### src/rtl/regxcvr.sv
module regxcvr #(
  parameter int WIDTH = 8
) (
  input  logic             clk,
  input  logic             rst_n,
  input  logic             oe_n,
  input  logic             dir,
  input  logic             sel_ab,
  input  logic             sel_ba,
  input  logic             stb_ab,
  input  logic             stb_ba,
  input  logic [WIDTH-1:0] a_in,
  output logic [WIDTH-1:0] a_out,
  output logic [WIDTH-1:0] a_oe,
  input  logic [WIDTH-1:0] b_in,
  output logic [WIDTH-1:0] b_out,
  output logic [WIDTH-1:0] b_oe
);

  logic [WIDTH-1:0] reg_ab, reg_ba;
  logic             stb_ab_q, stb_ba_q;
  logic             live;

  wire load_ab = stb_ab & ~stb_ab_q;
  wire load_ba = stb_ba & ~stb_ba_q;

  always_ff @(posedge clk or negedge rst_n) begin
    if (!rst_n) begin
      stb_ab_q <= 1'b0;
      stb_ba_q <= 1'b0;
      reg_ab   <= '0;
      reg_ba   <= '0;
      live     <= 1'b0;
    end else begin
      stb_ab_q <= stb_ab;
      stb_ba_q <= stb_ba;
      live     <= 1'b1;
      if (load_ab) reg_ab <= a_in;
      if (load_ba) reg_ba <= b_in;
    end
  end

  wire drive_b = live & ~oe_n & dir;
  wire drive_a = live & ~oe_n & ~dir;

  assign b_oe  = {WIDTH{drive_b}};
  assign a_oe  = {WIDTH{drive_a}};
  assign b_out = drive_b ? ~(sel_ab ? reg_ab : a_in) : '0;
  assign a_out = drive_a ? ~(sel_ba ? reg_ba : b_in) : '0;

  assert_capture_ab_R2: assert property (@(posedge clk) disable iff (!rst_n)
    (live && stb_ab && !stb_ab_q) |=> (reg_ab == $past(a_in)));
  assert_hold_ab_R2: assert property (@(posedge clk) disable iff (!rst_n)
    (live && !(stb_ab && !stb_ab_q)) |=> $stable(reg_ab));
  assert_capture_ba_R3: assert property (@(posedge clk) disable iff (!rst_n)
    (live && stb_ba && !stb_ba_q) |=> (reg_ba == $past(b_in)));
  assert_hold_ba_R3: assert property (@(posedge clk) disable iff (!rst_n)
    (live && !(stb_ba && !stb_ba_q)) |=> $stable(reg_ba));
  assert_isolate_R5: assert property (@(posedge clk) disable iff (!rst_n)
    oe_n |-> (a_oe == '0 && b_oe == '0 && a_out == '0 && b_out == '0));
  assert_stored_b_R8: assert property (@(posedge clk) disable iff (!rst_n)
    (b_oe[0] && sel_ab) |-> (b_out == ~reg_ab));
  assert_stored_a_R8: assert property (@(posedge clk) disable iff (!rst_n)
    (a_oe[0] && sel_ba) |-> (a_out == ~reg_ba));
  assert_one_side_R9: assert property (@(posedge clk) disable iff (!rst_n)
    !((|a_oe) && (|b_oe)));

endmodule

### config.mk
export PLATFORM = sky130hd
export DESIGN_NAME = regxcvr
export DESIGN_NICKNAME = d
export VERILOG_FILES = /design/src/rtl/regxcvr.sv
export SDC_FILE = /design/constraint.sdc
export NUM_CORES = 1
export LEC_CHECK = 0
export BUFFER_PORTS_ARGS = -buffer_cell sky130_fd_sc_hd__buf_2
export CAP_MARGIN = 10
export CORE_MARGIN = 2
export CORE_UTILIZATION = 29
export CTS_CLUSTER_DIAMETER = 80
export CTS_CLUSTER_SIZE = 40
export DETAILED_ROUTE_END_ITERATION = 8
export PLACE_DENSITY = 0.63
export SLEW_MARGIN = 15
export SYNTH_ARGS = -nofsm -noshare
export SYNTH_HDL_FRONTEND = slang
export SYNTH_SLANG_ARGS = --single-unit
export TNS_END_PERCENT = 5
### constraint.sdc
create_clock -name clk -period 1 [get_ports clk]
set_input_delay 0 -clock clk [delete_from_list [all_inputs] [get_ports clk]]
set_output_delay 0 -clock clk [all_outputs]
set_load 0.005 [all_outputs]
==> results of run 1 <==
layout by cell type, fill, tap and decap left out:
master,n
sky130_fd_sc_hd__conb_1,1
sky130_fd_sc_hd__clkbuf_8,3
sky130_fd_sc_hd__nor2b_1,16
sky130_fd_sc_hd__or3b_4,1
sky130_fd_sc_hd__buf_6,3
sky130_fd_sc_hd__buf_2,55
sky130_fd_sc_hd__inv_6,1
sky130_fd_sc_hd__dlygate4sd3_1,16
sky130_fd_sc_hd__inv_4,1
sky130_fd_sc_hd__a211oi_2,12
sky130_fd_sc_hd__nand2b_4,2
sky130_fd_sc_hd__buf_4,1
sky130_fd_sc_hd__dfrtp_1,19
sky130_fd_sc_hd__mux2_2,16
sky130_fd_sc_hd__nand3b_1,1
sky130_fd_sc_hd__a211oi_1,4
sky130_fd_sc_hd__clkbuf_1,1
how the worst max path moves through the flow:
stage | start | to | cells past startpoint | slack, ps
floorplan | live | a_out[0] | 3 | -20
global placement | live | a_out[2] | 4 | -190
detailed placement | live | a_out[0] | 4 | -210
CTS | live | a_out[0] | 4 | -440
global route | live | a_out[0] | 4 | -470
finish | live | a_out[1] | 4 | -420
power groups by stage:
stage	registers (uW)	logic, uW	clock network (uW)
after floorplan	926	229	0
after global placement	937	321	0
after detailed placement	942	334	0
after CTS	927	395	548
after global routing	940	440	591
final	933	401	520
metrics by stage:
stage	hold slack, ps	setup TNS, ps	cell area (sq um)	power (uW)	std cells
2_1_floorplan	-296	-237	1110	1150	95
3_5_place_dp	-24.7	-4490	1320	1280	180
6_report	0.566	-8760	1580	1850	201
3_3_place_gp	-35.4	-3860	1320	1260	180
4_1_cts	0.643	-9600	1550	1870	200
5_1_grt	4.56	-10830	1580	1970	201
area by class of cell:
cell class / instances / area (sq um) / share of cell area (%)
timing repair buffer: 75 / 477 / 30.1
sequential: 19 / 475 / 30.0
inverter: 2 / 15.0 / 0.949
multi-input combinational: 53 / 510 / 32.3
tap: 48 / 60.1 / 3.79
clock buffer: 4 / 45.0 / 2.85
kinds of logic (layout without fill, tap and decap cells):
group / Yosys count / count (layout) / synth area share (%)
multiplexers: 16 / 16 / 16.3
AO/OA/AOI/OAI: 16 / 16 / 14.5
flip-flops: 19 / 19 / 42.9
buffers and inverters: 23 / 81 / 14.4
other: 1 / 1 / 0.339
AND/OR/NAND/NOR: 20 / 20 / 11.6
layer usage:
metal | vias to the layer above | track usage, %
li1 | 429 | -
met1 | 444 | 12.0
met2 | 11 | 22.6
met3 | 2 | 1.19
met4 | 0 | 3.91
met5 | - | 0
worst max-delay path: cells and delay by family, from the launching register on:
kind | cells | cell delay [ps]
AND/OR/NAND/NOR | 1 | 400
flip-flops | 1 | 340
buffers and inverters | 2 | 290
AO/OA/AOI/OAI | 1 | 150
flip-flops by register name, indices dropped and copies added, names as in the netlist:
register / flops
reg_ab: 8
stb_ba_q: 1
stb_ab_q: 1
reg_ba: 8
live: 1
timing repair:
| action | in CTS | in global routing |
|---|---|---|
| gates cloned | 1 | 0 |
| endpoints found under the hold margin | 33 | 1 |
| pin swaps | 8 | 4 |
| gates resized for setup | 11 | 5 |
| endpoints found under the setup margin | 48 | 36 |
| hold buffers | 15 | 1 |
==> reports/results.md, run 1 <==
• 63 um — routed wl met3
• sky130_fd_sc_hd__dfrtp_1 — Main synth FF type
• 62.1% — proportion of layout cells with a drive suffix above 1
• 21.6% — fraction of power consumed by combinational cells
• sky130_fd_sc_hd__dfrtp_1 (19), sky130_fd_sc_hd__buf_4 (16), sky130_fd_sc_hd__mux2_2 (16), sky130_fd_sc_hd__nor2b_1 (16) — most frequent cells after synthesis
• 1420 ps — min cycle time layout
• 1 — maximum level of the CTS H-tree
• 0.000761 uW — leakage power figure
• built — clock tree from TritonCTS
• 4330 sq um — die area
• 178 — # nets final
• 65.8 um — Chip Width
• 1.74 mm — placed wire-length estimate
• 863 — via count of the first global-routing pass
• 30 ps — register-to-register setup slack
• 19 — clock tree sinks
• input port to flip-flop — Hold Path Class
• 0 — Post-synth EDFFs
• -215 ps — Place WS
• stb_ab_q — Worst R2R Start
• 0.666 — gp weighted congestion
• 400 ps — longest individual stage delay on the worst path
• 706 MHz — Max Fclk
• 2 — hold-critical path depth
• 1.48 mm — Met2 Wirelength
• met4 — Max Used Layer
• 25.1% — net switching fraction of the power
• 50.3% — fraction of power consumed by sequential logic
• 0 — # Max-Cap Violations
• 3 — CTS buffer count
• 28.0% — fraction of power consumed by the clock network
• flip-flop — startpoint kind of the worst setup timing path
• sky130_fd_sc_hd__dfrtp_1 — cell type with the largest total area after synthesis
• sky130_fd_sc_hd__dfrtp_1 — most frequently used cell type in the post-synthesis netlist
• 5 — critical-path maximum fanout
• 466 uW — power spent charging and discharging nets
• 0.000409 V — maximum VDD drop
• 4.41 — routed vias/inst
• finished, violations left — status
• 0 — number of warnings reported in the yosys synthesis log
• 70 ps — Clk pin slew, worst setup/hold paths
• 2 — length in cells of the worst reg-to-reg path
• sky130_fd_sc_hd__dfrtp_1 (43%), sky130_fd_sc_hd__mux2_2 (16%), sky130_fd_sc_hd__buf_4 (11%) — top area cells in the synthesized netlist
• 3660 sq um — area of the core region
• 0 — number of antenna violations at the first check in global routing
• 11.3% — overall track demand over capacity in global routing
• 12.5 um — average wire per standard cell
• 119 — number of nets produced by synthesis
• 0 — # diodes
• 3.80 mm — first-pass GRT wire length
• 22 — std cell rows
• 95 — Cells after Synth
• 2 — clock tree buffer depth
• 1420 ps — data arrival time of the critical path
• 2.52 mm — total length of routed wires
• 42.9% — sequential area share after synthesis
• 19 — register bit total from synthesis
• 42.9% — area overhead of the layout relative to synthesis
• 0 — aggregate global routing overflow
• yes — unrepaired setup endpoints after global routing
• flip-flop to primary output — Crit Path Category
• 0 — DR DRC count
• 32 — number of setup violations in the final report
• 142% — Final Cycle Share
• 56 — Top-Level Pins
• 30.2% — starting utilization of the core area
• 13 — unique cell type count in the Yosys netlist
• sky130_fd_sc_hd__or3b_4 — cell with the largest stage delay on the worst path
• 1000 ps — Req. time, crit path
• 55 — count of input and output buffers
• 1170 nW/um^2 — Pwr per Cell Area
• 886 — vias post-DR
• reg_ba[2] — hold endpoint
• setup timing — violations in the final reports
• -416 ps — crit path setup slack, layout
• 100% — post-synthesis async set-or-reset flop share
• 942 um — wire length the detailed router placed on met1
• 20 — largest net degree at the start of global routing
• reg_ab[4] — endpoint of the worst-slack reg-to-reg timing path
• 0 — Final Hold Vio Count
• 0 — antenna viol nets, final
• sky130_fd_sc_hd__clkbuf_8 — cell at the root of the clock tree
• 250 ps — clock latency on the worst-skew pair
• 0 — pins over their slew limit
• 3 — number of search-and-repair iterations in the first detailed-routing pass
• 42.9% — area share of the largest cell type after synthesis
• b_in[2] — start point of the worst min-delay path
• 65.8 um — floorplan die height
• 1390 uW — Internal Pwr Total
• 1110 sq um — Post-Synthesis Cell Area
• primary output — endpoint type of the worst setup path
• 8 — First DRT Iteration DRCs
• 11.7 sq um — Synth Area per Inst
• 0 — number of buffers added for setup after CTS
• 4.07 ps — Worst Clk Skew
• 358 — total of fill cells in the finished design
• 43.2% — final standard cell utilization of the core
• or3b_4 > buf_6 > a211oi_2 > buf_2 — list of cells traversed by the critical path
Power figures use the tool's default switching activity.
==> run 2: changes to the inputs <==
- CORE_UTILIZATION: 29 -> 40
- PLACE_DENSITY: 0.63 -> 0.8
==> run 2 against run 1 <==
Effect of this change: the run still ends with setup timing left; global-route usage increased by 6.6 points; worst setup slack got worse by 72 ps; fmax down 4.9%; worst hold slack better by 190 ps; final cell count down 7.0%.
==> reports/results.md, run 2 (synthesis results as in run 1) <==
• finished, violations left — status
• setup timing — violations in the final reports
• sky130_fd_sc_hd__buf_2 (55), sky130_fd_sc_hd__dlygate4sd3_1 (19), sky130_fd_sc_hd__dfrtp_1 (19), sky130_fd_sc_hd__nor2b_1 (16), sky130_fd_sc_hd__mux2_2 (16) — top library cells by usage in the layout, fill and taps aside
• 400 ps — longest individual stage delay on the worst path, about the same
• 963 — via count of the first global-routing pass, +12%
• 4.33 mm — first-pass GRT wire length, +14%
• 60.9% — proportion of layout cells with a drive suffix above 1, -1.2 points
• or3b_4 > buf_6 > a211oi_2 > buf_2 — list of cells traversed by the critical path
• 0 — aggregate global routing overflow, unchanged
• 0 — # diodes, unchanged
• 32.1% — met2 track demand over resource, +9.5 points
• 23.8% — fraction of power consumed by combinational cells, +2.2 points
• sky130_fd_sc_hd__or3b_4 — cell with the largest stage delay on the worst path
• 18.9% — met1 usage in global routing, +6.9 points
• 1270 uW — Internal Pwr Total, -8.6%
• 55 — count of input and output buffers, unchanged
• 0.000765 uW — leakage power figure, +0.63%
• 1000 ps — Req. time, crit path, about the same
• 0 — DR DRC count, unchanged
• 5 — critical-path maximum fanout, unchanged
• 1110 nW/um^2 — Pwr per Cell Area, -5.1%
• 930 — vias post-DR, +5.0%
• 0.752 — gp weighted congestion, +13%
• 0 — antenna viol nets, final, unchanged
• 0 — number of antenna violations at the first check in global routing, unchanged
• sky130_fd_sc_hd__clkbuf_4 — cell at the root of the clock tree
• 0 — pins over their slew limit, unchanged
• simple AND/OR/NAND/NOR gates — Worst path top cell family by delay
• 2.69 mm — total length of routed wires, +6.9%
• flip-flop — startpoint kind of the worst setup timing path
• 0 — Final Hold Vio Count, unchanged
• 672 MHz — Max Fclk, -4.9%
• 213 — total of fill cells in the finished design, -41%
• met2 — layer with the highest usage after global routing
• 2 — length in cells of the worst reg-to-reg path, unchanged
• 290 ps — clock latency on the worst-skew pair, +40 ps
• 3.23% — fraction of met3 tracks used by global routing, +2.0 points
• a_out[1] — critical path capture point
• 4 — WP depth, unchanged
• 42.0% — area overhead of the layout relative to synthesis
• 1750 uW — Power, Total, -5.7%
• 190 ps — Final Hold Slack, +189 ps
• reg_ab: 8 flops, reg_ba: 8 flops — largest registers
• 53.7% — fraction of power consumed by sequential logic, +3.4 points
• -489 ps — crit path setup slack, layout, -72.3 ps
• sky130_fd_sc_hd__buf_2 — most frequent standard cell in the layout excluding fill and tap cells
• 0.000727 V — maximum VDD drop, +78%
• built — clock tree from TritonCTS
• 1 — maximum level of the CTS H-tree, unchanged
• 187 — filler-free cell count of the finished design, -7.0%
• 110 ps — Clk pin slew, worst setup/hold paths, +40 ps
• 41.2% — starting utilization of the core area, +11 points
• 56.6 um — Chip Width, -14%
• 14.4 um — average wire per standard cell, +15%
• 17.9% — overall track demand over capacity in global routing, +6.6 points
• 58.5% — final standard cell utilization of the core, +15 points
• 480 uW — power spent charging and discharging nets, +3.1%
• 2690 sq um — area of the core region, -27%
• 22.5% — fraction of power consumed by the clock network, -5.5 points
• 3 — CTS buffer count, unchanged
• stb_ba_q — Worst R2R Start
• primary output — endpoint type of the worst setup path
• 2 — clock tree buffer depth, unchanged
• 163 — placed cell count, -9.4%
• 1490 ps — min cycle time layout, +72.3 ps
• 2 — combined buffer and inverter count along the critical path, unchanged
• 19 — First DRT Iteration DRCs, +11
• 149% — Final Cycle Share, +7.2 points
• yes — unrepaired setup endpoints after global routing
• 1.62 mm — placed wire-length estimate, -6.6%
• 0.299 ps — Worst Clk Skew, -3.77 ps
• 1490 ps — data arrival time of the critical path, +70 ps
• flip-flop to primary output — Crit Path Category
• 38 — number of setup violations in the final report, +19%
• 19 — std cell rows, -14%
• live — critical path startpoint
• 0 — # Max-Cap Violations, unchanged
• 4 — number of search-and-repair iterations in the first detailed-routing pass, +1
• 56.6 um — floorplan die height, -14%
• 4.97 — routed vias/inst, +13%
• -10 ps — register-to-register setup slack, -40 ps
• 56 — Top-Level Pins, unchanged
• 20 — largest net degree at the start of global routing, unchanged
• 27.4% — net switching fraction of the power, +2.3 points
• 3210 sq um — die area, -26%
• reg_ba[3] — endpoint of the worst-slack reg-to-reg timing path
• 19 — clock tree sinks, unchanged
• input port to asynchronous set/reset pin — Hold Path Class
• 181 — # nets final, +1.7%
==> run 2: cell type report <==
| class | instances | area, sq um | share of cell area (%) |
|---|---|---|---|
| inverters | 2 | 15.0 | 0.955 |
| clock buffers | 4 | 26.3 | 1.67 |
| repair buffers | 78 | 507 | 32.2 |
| multi-input cells | 53 | 510 | 32.5 |
| well taps | 31 | 38.8 | 2.47 |
| flip-flops and latches | 19 | 475 | 30.2 |
==> run 2: per-layer routing <==
metal  vias to the layer above  wire length, um
met2                        19             1490
met4                         0              120
met1                       463             1010
met5                         -                0
li1                        436                -
met3                        12               68
==> run 2: worst min path at each step <==
stage / from / endpoint / cells after the start
final: rst_n / reg_ab[5] / 2
after global routing: rst_n / reg_ab[5] / 2
after CTS: rst_n / reg_ab[5] / 2
after detailed placement: rst_n / reg_ab[5] / 1
after global placement: rst_n / reg_ab[1] / 1
after floorplan: rst_n / live / 0
==> run 2: power groups by stage <==
stage | registers, uW | clock network, uW | logic, uW
global route | 950 | 456 | 453
global placement | 935 | 0 | 318
floorplan | 926 | 0 | 229
CTS | 932 | 392 | 407
detailed placement | 944 | 0 | 330
finish | 939 | 393 | 417
==> run 2: stage by stage <==
| stage | instance area (sq um) | setup WS, ps | setup TNS (ps) |
|---|---|---|---|
| floorplan | 1110 | -23.2 | -237 |
| global placement | 1290 | -173 | -3440 |
| detailed placement | 1290 | -210 | -4120 |
| CTS | 1570 | -486 | -10690 |
| global route | 1570 | -581 | -14310 |
| finish | 1570 | -489 | -11070 |
==> run 2: repair_timing <==
action / CTS / global route
pin swaps: 11 / 1
hold endpoints to repair: 37 / 0
gates resized for setup: 14 / 2
endpoints found under the setup margin: 48 / 48
hold buffers: 19 / 0
gates cloned: 1 / 0
buffers inserted: 0 / 0
==> run 3: changes to the inputs <==
- GPL_TIMING_DRIVEN: not set -> 0
==> run 3 against run 2 <==
Effect of this change: the flow still finishes with violations (setup timing); register-to-register slack got worse by 30 ps; worst hold slack worse by 17 ps; non-clock buffer count up 19; count of clock-buffer cells in the layout did not move; clock power barely moved; wire length up 7.8%; combinational power grew 13%; via count up 8.1%; sequential power down 0.9%; worst setup slack worse by 13 ps; fmax is 0.90% lower.
==> reports/results.md, run 3 (synthesis results as in run 1) <==
• -11670 ps — accumulated negative setup slack, -598 ps
• 666 MHz — Max Fclk, -0.90%
• 200 — # nets final, +10%
• 174 ps — Final Hold Slack, -16.5 ps
• 0 — antenna viol nets, final, unchanged
• 3210 sq um — die area, unchanged
• 1.88 mm — placed wire-length estimate, +16%
• 56.6 um — floorplan die height, unchanged
• 4.88 — routed vias/inst, -1.9%
• flip-flop to primary output — Crit Path Category
• input port to asynchronous set/reset pin — Hold Path Class
• 0.000741 V — maximum VDD drop, +1.8%
• sky130_fd_sc_hd__buf_2 — most frequent standard cell in the layout excluding fill and tap cells
• 0 — pins over their slew limit, unchanged
• 18.8% — overall track demand over capacity in global routing, +0.87 points
• 2.90 mm — total length of routed wires, +7.8%
• 51.9% — fraction of power consumed by sequential logic, -1.8 points
• sky130_fd_sc_hd__buf_2 (49), sky130_fd_sc_hd__buf_4 (23), sky130_fd_sc_hd__dlygate4sd3_1 (19), sky130_fd_sc_hd__dfrtp_1 (19) — top library cells by usage in the layout, fill and taps aside
• 26.7% — net switching fraction of the power, -0.74 points
• 48 — number of setup violations in the final report, +26%
• 63.4% — proportion of layout cells with a drive suffix above 1, +2.5 points
• 64.6% — final standard cell utilization of the core, +6.0 points
• 150% — Final Cycle Share, +1.3 points
• 3 — length in cells of the worst reg-to-reg path, +1
• 19 — clock tree sinks, unchanged
• 6.75 ps — Worst Clk Skew, +6.45 ps
• yes — unrepaired setup endpoints after global routing
• 2690 sq um — area of the core region, unchanged
• 41.2% — starting utilization of the core area, unchanged
• 0 — aggregate global routing overflow, unchanged
• 1790 uW — Power, Total, +2.5%
• 0.723 — gp weighted congestion, -3.8%
• 0.000865 uW — leakage power figure, +13%
• 56.6% — area overhead of the layout relative to synthesis
• 0 — # diodes, unchanged
• 21.8% — fraction of power consumed by the clock network, -0.7 points
• 1310 uW — Internal Pwr Total, +3.6%
• 20 — largest net degree at the start of global routing, unchanged
• 400 ps — longest individual stage delay on the worst path, about the same
• sky130_fd_sc_hd__or3b_4 — cell with the largest stage delay on the worst path
• 1030 nW/um^2 — Pwr per Cell Area, -7.0%
• flip-flop — startpoint kind of the worst setup timing path
• 290 ps — clock latency on the worst-skew pair, about the same
• sky130_fd_sc_hd__clkbuf_4 — cell at the root of the clock tree
• reg_ba[6] — endpoint of the worst-slack reg-to-reg timing path
• 1005 — vias post-DR, +8.1%
• 1005 — via count of the first global-routing pass, +4.4%
• 1420 sq um — Post-DP Area, +10%
• -40 ps — register-to-register setup slack, -30 ps
• reg_ab: 8 flops, reg_ba: 8 flops — largest registers
• 26.3% — fraction of power consumed by combinational cells, +2.5 points
• setup timing — violations in the final reports
• stb_ba_q — Worst R2R Start
• 1500 ps — min cycle time layout, +13.5 ps
• 1 — maximum level of the CTS H-tree, unchanged
• finished, violations left — status
• primary output — endpoint type of the worst setup path
• 55 — count of input and output buffers, unchanged
• 2 — clock tree buffer depth, unchanged
• 3 — CTS buffer count, unchanged
• 110 ps — Clk pin slew, worst setup/hold paths, about the same
• or3b_4 > buf_6 > a211oi_2 > buf_2 — list of cells traversed by the critical path
• 0 — number of antenna violations at the first check in global routing, unchanged
• 0 — Final Hold Vio Count, unchanged
• 0 — # Max-Cap Violations, unchanged
• 4.57 mm — first-pass GRT wire length, +5.7%
• 479 uW — power spent charging and discharging nets, -0.21%
• 56 — Top-Level Pins, unchanged
• built — clock tree from TritonCTS
• 4 — number of search-and-repair iterations in the first detailed-routing pass, unchanged
• 0 — DR DRC count, unchanged
• 1000 ps — Req. time, crit path, about the same
• 19 — std cell rows, unchanged
• 5 — critical-path maximum fanout, unchanged
• 14.1 um — average wire per standard cell, -2.2%
• 1730 sq um — final instance area, +10%
• 56.6 um — Chip Width, unchanged
• -502 ps — crit path setup slack, layout, -13.5 ps
• 1500 ps — data arrival time of the critical path, about the same
• 14 — First DRT Iteration DRCs, -5
## run 3: per-layer routing
| layer | vias up | global-route usage [%] | part of all wire (%) |
|---|---|---|---|
| li1 | 476 | - | - |
| met1 | 506 | 20.6 | 38 |
| met2 | 17 | 36.0 | 59 |
| met3 | 6 | 1.38 | 1.3 |
| met4 | 0 | 8.84 | 1.9 |
| met5 | - | 0 | 0 |
## run 3: final cells by class
class                      count  area [sq um]
fill                         218           952
timing repair buffer          76           512
buffer                        21           171
tap                           31          38.8
multi-input combinational     53           495
sequential                    19           475
inverter                       2          15.0
clock buffer                   4          26.3
## run 3: timing repair
action,4_1_cts,5_1_grt
pin swaps,9,1
resized for setup,20,5
endpoints found under the hold margin,37,0
gates cloned,1,0
hold buffers,19,0
setup endpoints to repair,48,48
buffers inserted,0,1
## run 3: worst max path at each step
stage	from	to	slack, ps	depth (start not counted)
6_report	live	a_out[6]	-500	4
2_1_floorplan	live	a_out[0]	-20	3
3_3_place_gp	live	a_out[3]	-190	4
4_1_cts	live	a_out[3]	-490	4
5_1_grt	live	a_out[4]	-550	4
3_5_place_dp	live	a_out[3]	-190	4
## run 3: power by group through the flow
stage,registers [uW],clock network (uW),logic [uW]
6_report,931,391,472
2_1_floorplan,926,0,229
4_1_cts,925,391,460
3_5_place_dp,941,0,375
5_1_grt,942,424,512
3_3_place_gp,933,0,358
## run 3: stage by stage
step                worst slack, ps  cells
floorplan                     -23.2     95
global placement               -192    181
detailed placement             -191    181
CTS                            -490    205
global route                   -554    206
finish                         -502    206
## run 3: worst max-delay path, delay by kind of cell, from the launching register on
family	cells	cell delay [ps]
and+or+nand+nor	1	400
buffers and inverters	2	300
AOI/OAI and AO/OA	1	160
DFF	1	360
